### src/rtl/dma_ring_pkg.sv
package dma_ring_pkg;
  typedef enum logic [1:0] {ST_IDLE, ST_REQ, ST_WAIT, ST_HOLD} fetchState_t;

  typedef struct packed {
    logic start;     // capture pointer and mode, clear word index
    logic takeWord;  // store returned word into its field
    logic advance;   // step base to next descriptor
  } dpCtrl_t;

  localparam int WRAP_BIT = 31;
  localparam int INTR_BIT = 30;
  localparam int LAST_BIT = 29;
  localparam int STAT_HI  = 28;
  localparam int STAT_LO  = 16;
  localparam int FULL_BIT = 15;
  localparam int LEN_W    = 15;
  localparam int STAT_W   = STAT_HI - STAT_LO + 1;
endpackage

### src/rtl/dma_ring_ctrl.sv
module dma_ring_ctrl
  import dma_ring_pkg::*;
(
  input  logic    clk,
  input  logic    rstN,
  input  logic    chanEn,
  input  logic    xferDone,
  input  logic    memGnt,
  input  logic    memRdValid,
  input  logic    lastWord,
  output logic    memReq,
  output logic    descValid,
  output dpCtrl_t dpCtrl
);
  fetchState_t state, stateNext;
  logic validNext;

  always_comb begin
    stateNext = state;
    dpCtrl    = '0;
    validNext = 1'b0;
    unique case (state)
      ST_IDLE: begin
        if (chanEn) begin
          dpCtrl.start = 1'b1;
          stateNext    = ST_REQ;
        end
      end
      ST_REQ: begin
        if (memGnt)       stateNext = ST_WAIT;
        else if (!chanEn) stateNext = ST_IDLE;
      end
      ST_WAIT: begin
        if (memRdValid) begin
          dpCtrl.takeWord = 1'b1;
          if (!chanEn) stateNext = ST_IDLE;
          else if (lastWord) begin
            stateNext = ST_HOLD;
            validNext = 1'b1;
          end else stateNext = ST_REQ;
        end
      end
      ST_HOLD: begin
        if (!chanEn) stateNext = ST_IDLE;
        else if (xferDone) begin
          dpCtrl.advance = 1'b1;
          stateNext      = ST_REQ;
        end
      end
      default: stateNext = ST_IDLE;
    endcase
  end

  always_ff @(posedge clk) begin
    if (!rstN) begin
      state     <= ST_IDLE;
      descValid <= 1'b0;
    end else begin
      state     <= stateNext;
      descValid <= validNext;
    end
  end

  assign memReq = (state == ST_REQ);
endmodule

### src/rtl/dma_ring_dp.sv
module dma_ring_dp
  import dma_ring_pkg::*;
#(
  parameter int ADDR_W     = 32,
  parameter int DATA_W     = 32,
  parameter int RING_BYTES = 1024
) (
  input  logic              clk,
  input  logic              rstN,
  input  dpCtrl_t           dpCtrl,
  input  logic              memToMem,
  input  logic [ADDR_W-1:0] firstPtr,
  input  logic [DATA_W-1:0] memRdData,
  output logic              lastWord,
  output logic [ADDR_W-1:0] memAddr,
  output logic [ADDR_W-1:0] descAddr,
  output logic [DATA_W-1:0] descSrc,
  output logic [DATA_W-1:0] descDst,
  output logic [LEN_W-1:0]  descLen,
  output logic              descFull,
  output logic              descWrap,
  output logic              descIntr,
  output logic              descLast,
  output logic [STAT_W-1:0] descStatus
);
  localparam int RING_LSB = $clog2(RING_BYTES);
  localparam logic [RING_LSB-1:0] FLY_STEP = RING_LSB'(8);
  localparam logic [RING_LSB-1:0] M2M_STEP = RING_LSB'(16);
  localparam logic [ADDR_W-1:0]   FLY_MASK = ~ADDR_W'(7);
  localparam logic [ADDR_W-1:0]   M2M_MASK = ~ADDR_W'(15);

  logic [ADDR_W-1:0] ringStart, descBase, nextBase;
  logic              modeM2m;
  logic [1:0]        wordIdx;
  logic [RING_LSB-1:0] lowNext;

  assign lastWord = (wordIdx == (modeM2m ? 2'd2 : 2'd1));
  assign memAddr  = descBase + ADDR_W'({wordIdx, 2'b00});
  assign descAddr = descBase;
  assign lowNext  = descBase[RING_LSB-1:0] + (modeM2m ? M2M_STEP : FLY_STEP);

  generate
    if (ADDR_W > RING_LSB) begin : g_upper
      assign nextBase = descWrap ? ringStart : {descBase[ADDR_W-1:RING_LSB], lowNext};
    end else begin : g_flat
      assign nextBase = descWrap ? ringStart : ADDR_W'(lowNext);
    end
  endgenerate

  always_ff @(posedge clk) begin
    if (!rstN) begin
      ringStart  <= '0;
      descBase   <= '0;
      modeM2m    <= 1'b0;
      wordIdx    <= '0;
      descSrc    <= '0;
      descDst    <= '0;
      descLen    <= '0;
      descFull   <= 1'b0;
      descWrap   <= 1'b0;
      descIntr   <= 1'b0;
      descLast   <= 1'b0;
      descStatus <= '0;
    end else begin
      if (dpCtrl.start) begin
        ringStart <= firstPtr & (memToMem ? M2M_MASK : FLY_MASK);
        descBase  <= firstPtr & (memToMem ? M2M_MASK : FLY_MASK);
        modeM2m   <= memToMem;
        wordIdx   <= '0;
      end
      if (dpCtrl.takeWord) begin
        wordIdx <= lastWord ? 2'd0 : wordIdx + 2'd1;
        if (lastWord) begin
          descWrap   <= memRdData[WRAP_BIT];
          descIntr   <= memRdData[INTR_BIT];
          descLast   <= memRdData[LAST_BIT];
          descStatus <= memRdData[STAT_HI:STAT_LO];
          descFull   <= memRdData[FULL_BIT];
          descLen    <= memRdData[LEN_W-1:0];
        end else if (wordIdx == 2'd0) begin
          descSrc <= memRdData;
          if (!modeM2m) descDst <= '0;
        end else begin
          descDst <= memRdData;
        end
      end
      if (dpCtrl.advance) descBase <= nextBase;
    end
  end
endmodule

### src/rtl/dma_ring_fetch.sv
module dma_ring_fetch
  import dma_ring_pkg::*;
#(
  parameter int ADDR_W     = 32,
  parameter int DATA_W     = 32,
  parameter int RING_BYTES = 1024
) (
  input  logic              clk,
  input  logic              rstN,
  input  logic              chanEn,
  input  logic              memToMem,
  input  logic [ADDR_W-1:0] firstPtr,
  input  logic              xferDone,
  output logic              memReq,
  output logic [ADDR_W-1:0] memAddr,
  input  logic              memGnt,
  input  logic              memRdValid,
  input  logic [DATA_W-1:0] memRdData,
  output logic              descValid,
  output logic [ADDR_W-1:0] descAddr,
  output logic [DATA_W-1:0] descSrc,
  output logic [DATA_W-1:0] descDst,
  output logic [LEN_W-1:0]  descLen,
  output logic              descFull,
  output logic              descWrap,
  output logic              descIntr,
  output logic              descLast,
  output logic [STAT_W-1:0] descStatus
);
  dpCtrl_t dpCtrl;
  logic    lastWord;

  dma_ring_ctrl u_ctrl (
    .clk(clk), .rstN(rstN), .chanEn(chanEn), .xferDone(xferDone),
    .memGnt(memGnt), .memRdValid(memRdValid), .lastWord(lastWord),
    .memReq(memReq), .descValid(descValid), .dpCtrl(dpCtrl)
  );

  dma_ring_dp #(.ADDR_W(ADDR_W), .DATA_W(DATA_W), .RING_BYTES(RING_BYTES)) u_dp (
    .clk(clk), .rstN(rstN), .dpCtrl(dpCtrl), .memToMem(memToMem),
    .firstPtr(firstPtr), .memRdData(memRdData), .lastWord(lastWord),
    .memAddr(memAddr), .descAddr(descAddr), .descSrc(descSrc), .descDst(descDst),
    .descLen(descLen), .descFull(descFull), .descWrap(descWrap),
    .descIntr(descIntr), .descLast(descLast), .descStatus(descStatus)
  );
endmodule

### config.mk
export PLATFORM = sky130hd
export DESIGN_NAME = dma_ring_fetch
export DESIGN_NICKNAME = d
export VERILOG_FILES = /design/src/rtl/dma_ring_pkg.sv /design/src/rtl/dma_ring_ctrl.sv /design/src/rtl/dma_ring_dp.sv /design/src/rtl/dma_ring_fetch.sv
export SDC_FILE = /design/constraint.sdc
export NUM_CORES = 1
export LEC_CHECK = 0
export ABC_AREA = 1
export ABC_CLOCK_PERIOD_IN_PS = 1400
export BUFFER_PORTS_ARGS = -buffer_cell sky130_fd_sc_hd__buf_2
export CAP_MARGIN = 0
export CORE_AREA = 3 3 170 172
export CTS_CLUSTER_DIAMETER = 150
export DETAILED_ROUTE_END_ITERATION = 8
export DIE_AREA = 0 0 173 175
export SYNTH_ARGS = -nofsm -noshare
export SYNTH_HDL_FRONTEND = slang
export SYNTH_SLANG_ARGS = --single-unit
export TNS_END_PERCENT = 1
### constraint.sdc
create_clock -name clk -period 1.4 [get_ports clk]
set_clock_uncertainty 0.05 [all_clocks]
set_input_delay 0.14 -clock clk [delete_from_list [all_inputs] [get_ports clk]]
set_output_delay 0.14 -clock clk [all_outputs]
set_load 0.03 [all_outputs]
==> flow_metrics.py <==
metrics = {
    "sta": {
        "tightestPinTransition_ns": 0.593,
        "maxSlewHeadroom": 0.604,
        "hold_violations": 0,
        "setup_viol": 152,
        "period_share": 1.49,
        "rsz0062_at_grt": "true",
        "worst_slack_ns": -0.688,
        "max_freq_mhz": 479,
        "maxSlewViolCount": 0,
        "min_period_ns": 2.09,
    },
    "setup_path": {
        "setup.worst_path.start_class": "register",
        "cp_data_required_time_ns": 1.21,
        "critical_path_class": "reg -> out",
        "crit_chain": "nand2_2 > nor3_2 > buf_4 > nand4_1 > xor2_4 > buf_6",
        "cp.arrival_ns": 1.90,
        "end_kind": "output port",
        "critical_path.max_stage_delay_ns": 0.35,
        "path_max_fanout": 3,
        "cp_slowest_cell": "dfxtp_2",
    },
    "power_and_ir_drop": {
        "power.switching_uw": 5150,
        "peakVddDrop_mv": 0.571,
        "swShare": 0.358,
        "leakage_uw": 0.00488,
        "p_comb_frac": 0.306,
        "power-per-cell-area_nw_per_um2": 1290,
        "p_int_uw": 9220,
        "pwr-share-seq": 0.369,
        "power.share.clock": 0.325,
    },
    "clocking": {
        "path_clk_slew_ns": 0.07,
        "h-tree-depth": 4,
        "cts_buffer_depth": 2,
        "clock-sinks": 160,
        "cts_buffers": 17,
        "worstSkewPairLatency_ns": 0.42,
        "cts_tree": "built",
        "cts-root-buf": "clkbuf_16",
    },
    "floorplan": {
        "ios": 233,
        "die_w_microns": 173,
        "die_area_sq_um": 30300,
        "die_h_microns": 175,
        "num_rows": 61,
        "initial_core_util": 0.249,
        "design.core.area_sq_um": 27600,
    },
    "placement": {
        "place.gp.congestion": 0.887,
        "post-dp-hpwl_mm": 18.0,
        "portBuffers": 224,
        "post-place-cells": 1613,
    },
    "logic_synthesis": {
        "syn_avg_cell_area_sq_um": 7.32,
        "syn_area_sq_um": 6880,
        "async_reset_ff_frac": 0,
        "synth_largest_area_cell": "dfxtp_1",
        "yosysUniqueCellTypes": 32,
        "synth_edf_count": 0,
        "yosysMostFrequentCell": "nand2_1",
        "synth_area_leaders": "dfxtp_1 (47%), nand2_1 (16%), a21oi_1 (7.6%)",
        "yosysSeqAreaShare": 0.466,
        "synthCells": 940,
        "ys.flop_type": "dfxtp_1",
        "yosys_warnings": 0,
        "synth_common_cells": "nand2_1 (295), dfxtp_1 (160), nor2_1 (111)",
        "synth-seq-cells": 160,
        "yosysTopAreaCellShare": 0.466,
    },
    "cells_and_area": {
        "instances_no_fill": 1709,
        "final-seq-area_sq_um": 3250,
        "area_delta_synth_final_pct": 62.0,
        "multi_input_area_sq_um": 3650,
        "nNetsFinal": 1394,
        "num_antenna_cells": 0,
        "drive_gt1_frac": 0.393,
        "fillers": 2859,
        "final_core_util": 0.403,
    },
    "global_routing": {
        "grt_pass1_vias": 7489,
        "grt_util_all_layers": 0.161,
        "grt_antenna_before_repair": 0,
        "overflow": 0,
        "grt_pass1_wl_mm": 39.7,
        "grt_max_degree": 35,
    },
    "routing": {
        "dr_total_vias": 7614,
        "drt-vias-per-instance": 4.46,
        "drt_iter0_drc": 331,
        "dr.pass1.iters": 5,
        "ant_nets": 0,
        "drc": 0,
        "wirelength_mm": 25.1,
        "wl_per_cell_microns": 14.7,
    },
    "status": {
        "violations": "setup timing",
        "status": "finished, violations left",
    },
    "hold_path": {
        "hold_class": "in -> reg",
    },
    "flow_run": {
        "maxCapViolCount": 0,
    },
}
## per-stage QoR
stage | TNS, ns | power, uW | setup WS (ns) | instance area [sq um] | hold WS, ns
floorplan | -10.97 | 7720 | -0.277 | 7170 | 0.225
detailed placement | -35.70 | 9330 | -0.526 | 9480 | 0.359
finish | -25.62 | 14400 | -0.688 | 11100 | 0.0136
global route | -41.23 | 15100 | -0.772 | 11100 | 0.0129
CTS | -30.18 | 14400 | -0.701 | 11000 | 0.00284
global placement | -29.10 | 9290 | -0.415 | 9480 | 0.350
## power groups by stage
stage / clock, uW / combinational, uW / sequential [uW]
after floorplan: 0 / 1760 / 5950
after global placement: 0 / 3920 / 5370
after detailed placement: 0 / 3960 / 5380
after CTS: 4810 / 4340 / 5290
after global routing: 4970 / 4730 / 5360
final: 4670 / 4400 / 5310
## cells in the final DEF (no fill, tap or decap), types with 2 or more instances in the layout
master,count
nand4_1,3
clkinvlp_4,4
xor2_2,12
o21ai_1,14
dfxtp_1,133
a31oi_1,25
nor2_8,3
dfxtp_4,6
buf_12,14
a21oi_1,95
a21oi_2,10
inv_6,5
nor3_1,3
nor2_4,9
buf_4,119
nand3_1,40
nand2_1,283
clkbuf_4,2
inv_2,7
nor3_2,10
dfxtp_2,21
nand2_2,13
inv_1,33
nand2_4,4
clkbuf_16,17
xor2_4,4
nand3b_1,2
inv_4,6
nor2_2,29
conb_1,5
xor2_1,4
o21ai_0,26
buf_2,192
xnor2_4,2
dlygate4sd3_1,61
nor2_1,77
buf_6,21
ha_2,2
## final timing paths
path | startpoint | end | slack, ns | cells past startpoint
hold reg to reg | u_dp.descDst[8] | u_dp.descDst[8] | 0.41 | 2
setup / recovery | u_dp.descAddr[8] | memAddr[20] | -0.69 | 6
hold / removal | firstPtr[31] | u_dp.ringStart[31] | 0.01 | 3
setup reg to reg | u_dp.descAddr[3] | u_dp.descAddr[5] | -0.27 | 10
## timing repair
action	4_1_cts	5_1_grt
endpoints found under the setup margin	168	165
setup buffers	3	0
gates resized for setup	110	56
endpoints found under the hold margin	145	0
pin swaps	12	11
hold buffers	61	0
## per-layer routing
metal  GRT usage  wire length (microns)  vias up
li1            -                      -     3773
met1       0.200                  11000     3559
met2       0.274                  11800      256
met3      0.0485                   1870       26
met4      0.0436                    345        0
met5           0                      0        -
## registers in the layout, summed over array words and instances, names as in the netlist
register and count:
u_ctrl.descValid 1, u_ctrl.state 2, u_dp.descAddr 29, u_dp.descDst 32, u_dp.descFull 1, u_dp.descIntr 1
u_dp.descLast 1, u_dp.descLen 15, u_dp.descSrc 32, u_dp.descStatus 13, u_dp.descWrap 1, u_dp.modeM2m 1
u_dp.ringStart 29, u_dp.wordIdx 2
## area by class of cell
class	count	area share
Tap cell	378	0.0425
Inverter	46	0.0167
Timing Repair Buffer	409	0.269
Sequential cell	160	0.292
Multi-Input combinational cell	684	0.328
Clock buffer	18	0.0385
Clock inverter	14	0.0131
## cells by family after synthesis
kind of cell | count (synthesis) | synth area share
flops | 160 | 0.466
simple gates | 478 | 0.286
xor+xnor | 23 | 0.0293
fa+ha+maj | 5 | 0.0102
compound gates | 173 | 0.131
buf+inv | 100 | 0.0771
other cells | 1 | 0.000545
## worst max-delay path, delay by kind of cell (launching register included)
kind	cells	cell delay, ns
flip-flops	1	0.35
XOR/XNOR	1	0.23
AND/OR/NAND/NOR	3	0.59
buffers and inverters	2	0.31
No activity file was read; power rests on OpenSTA's default activity.
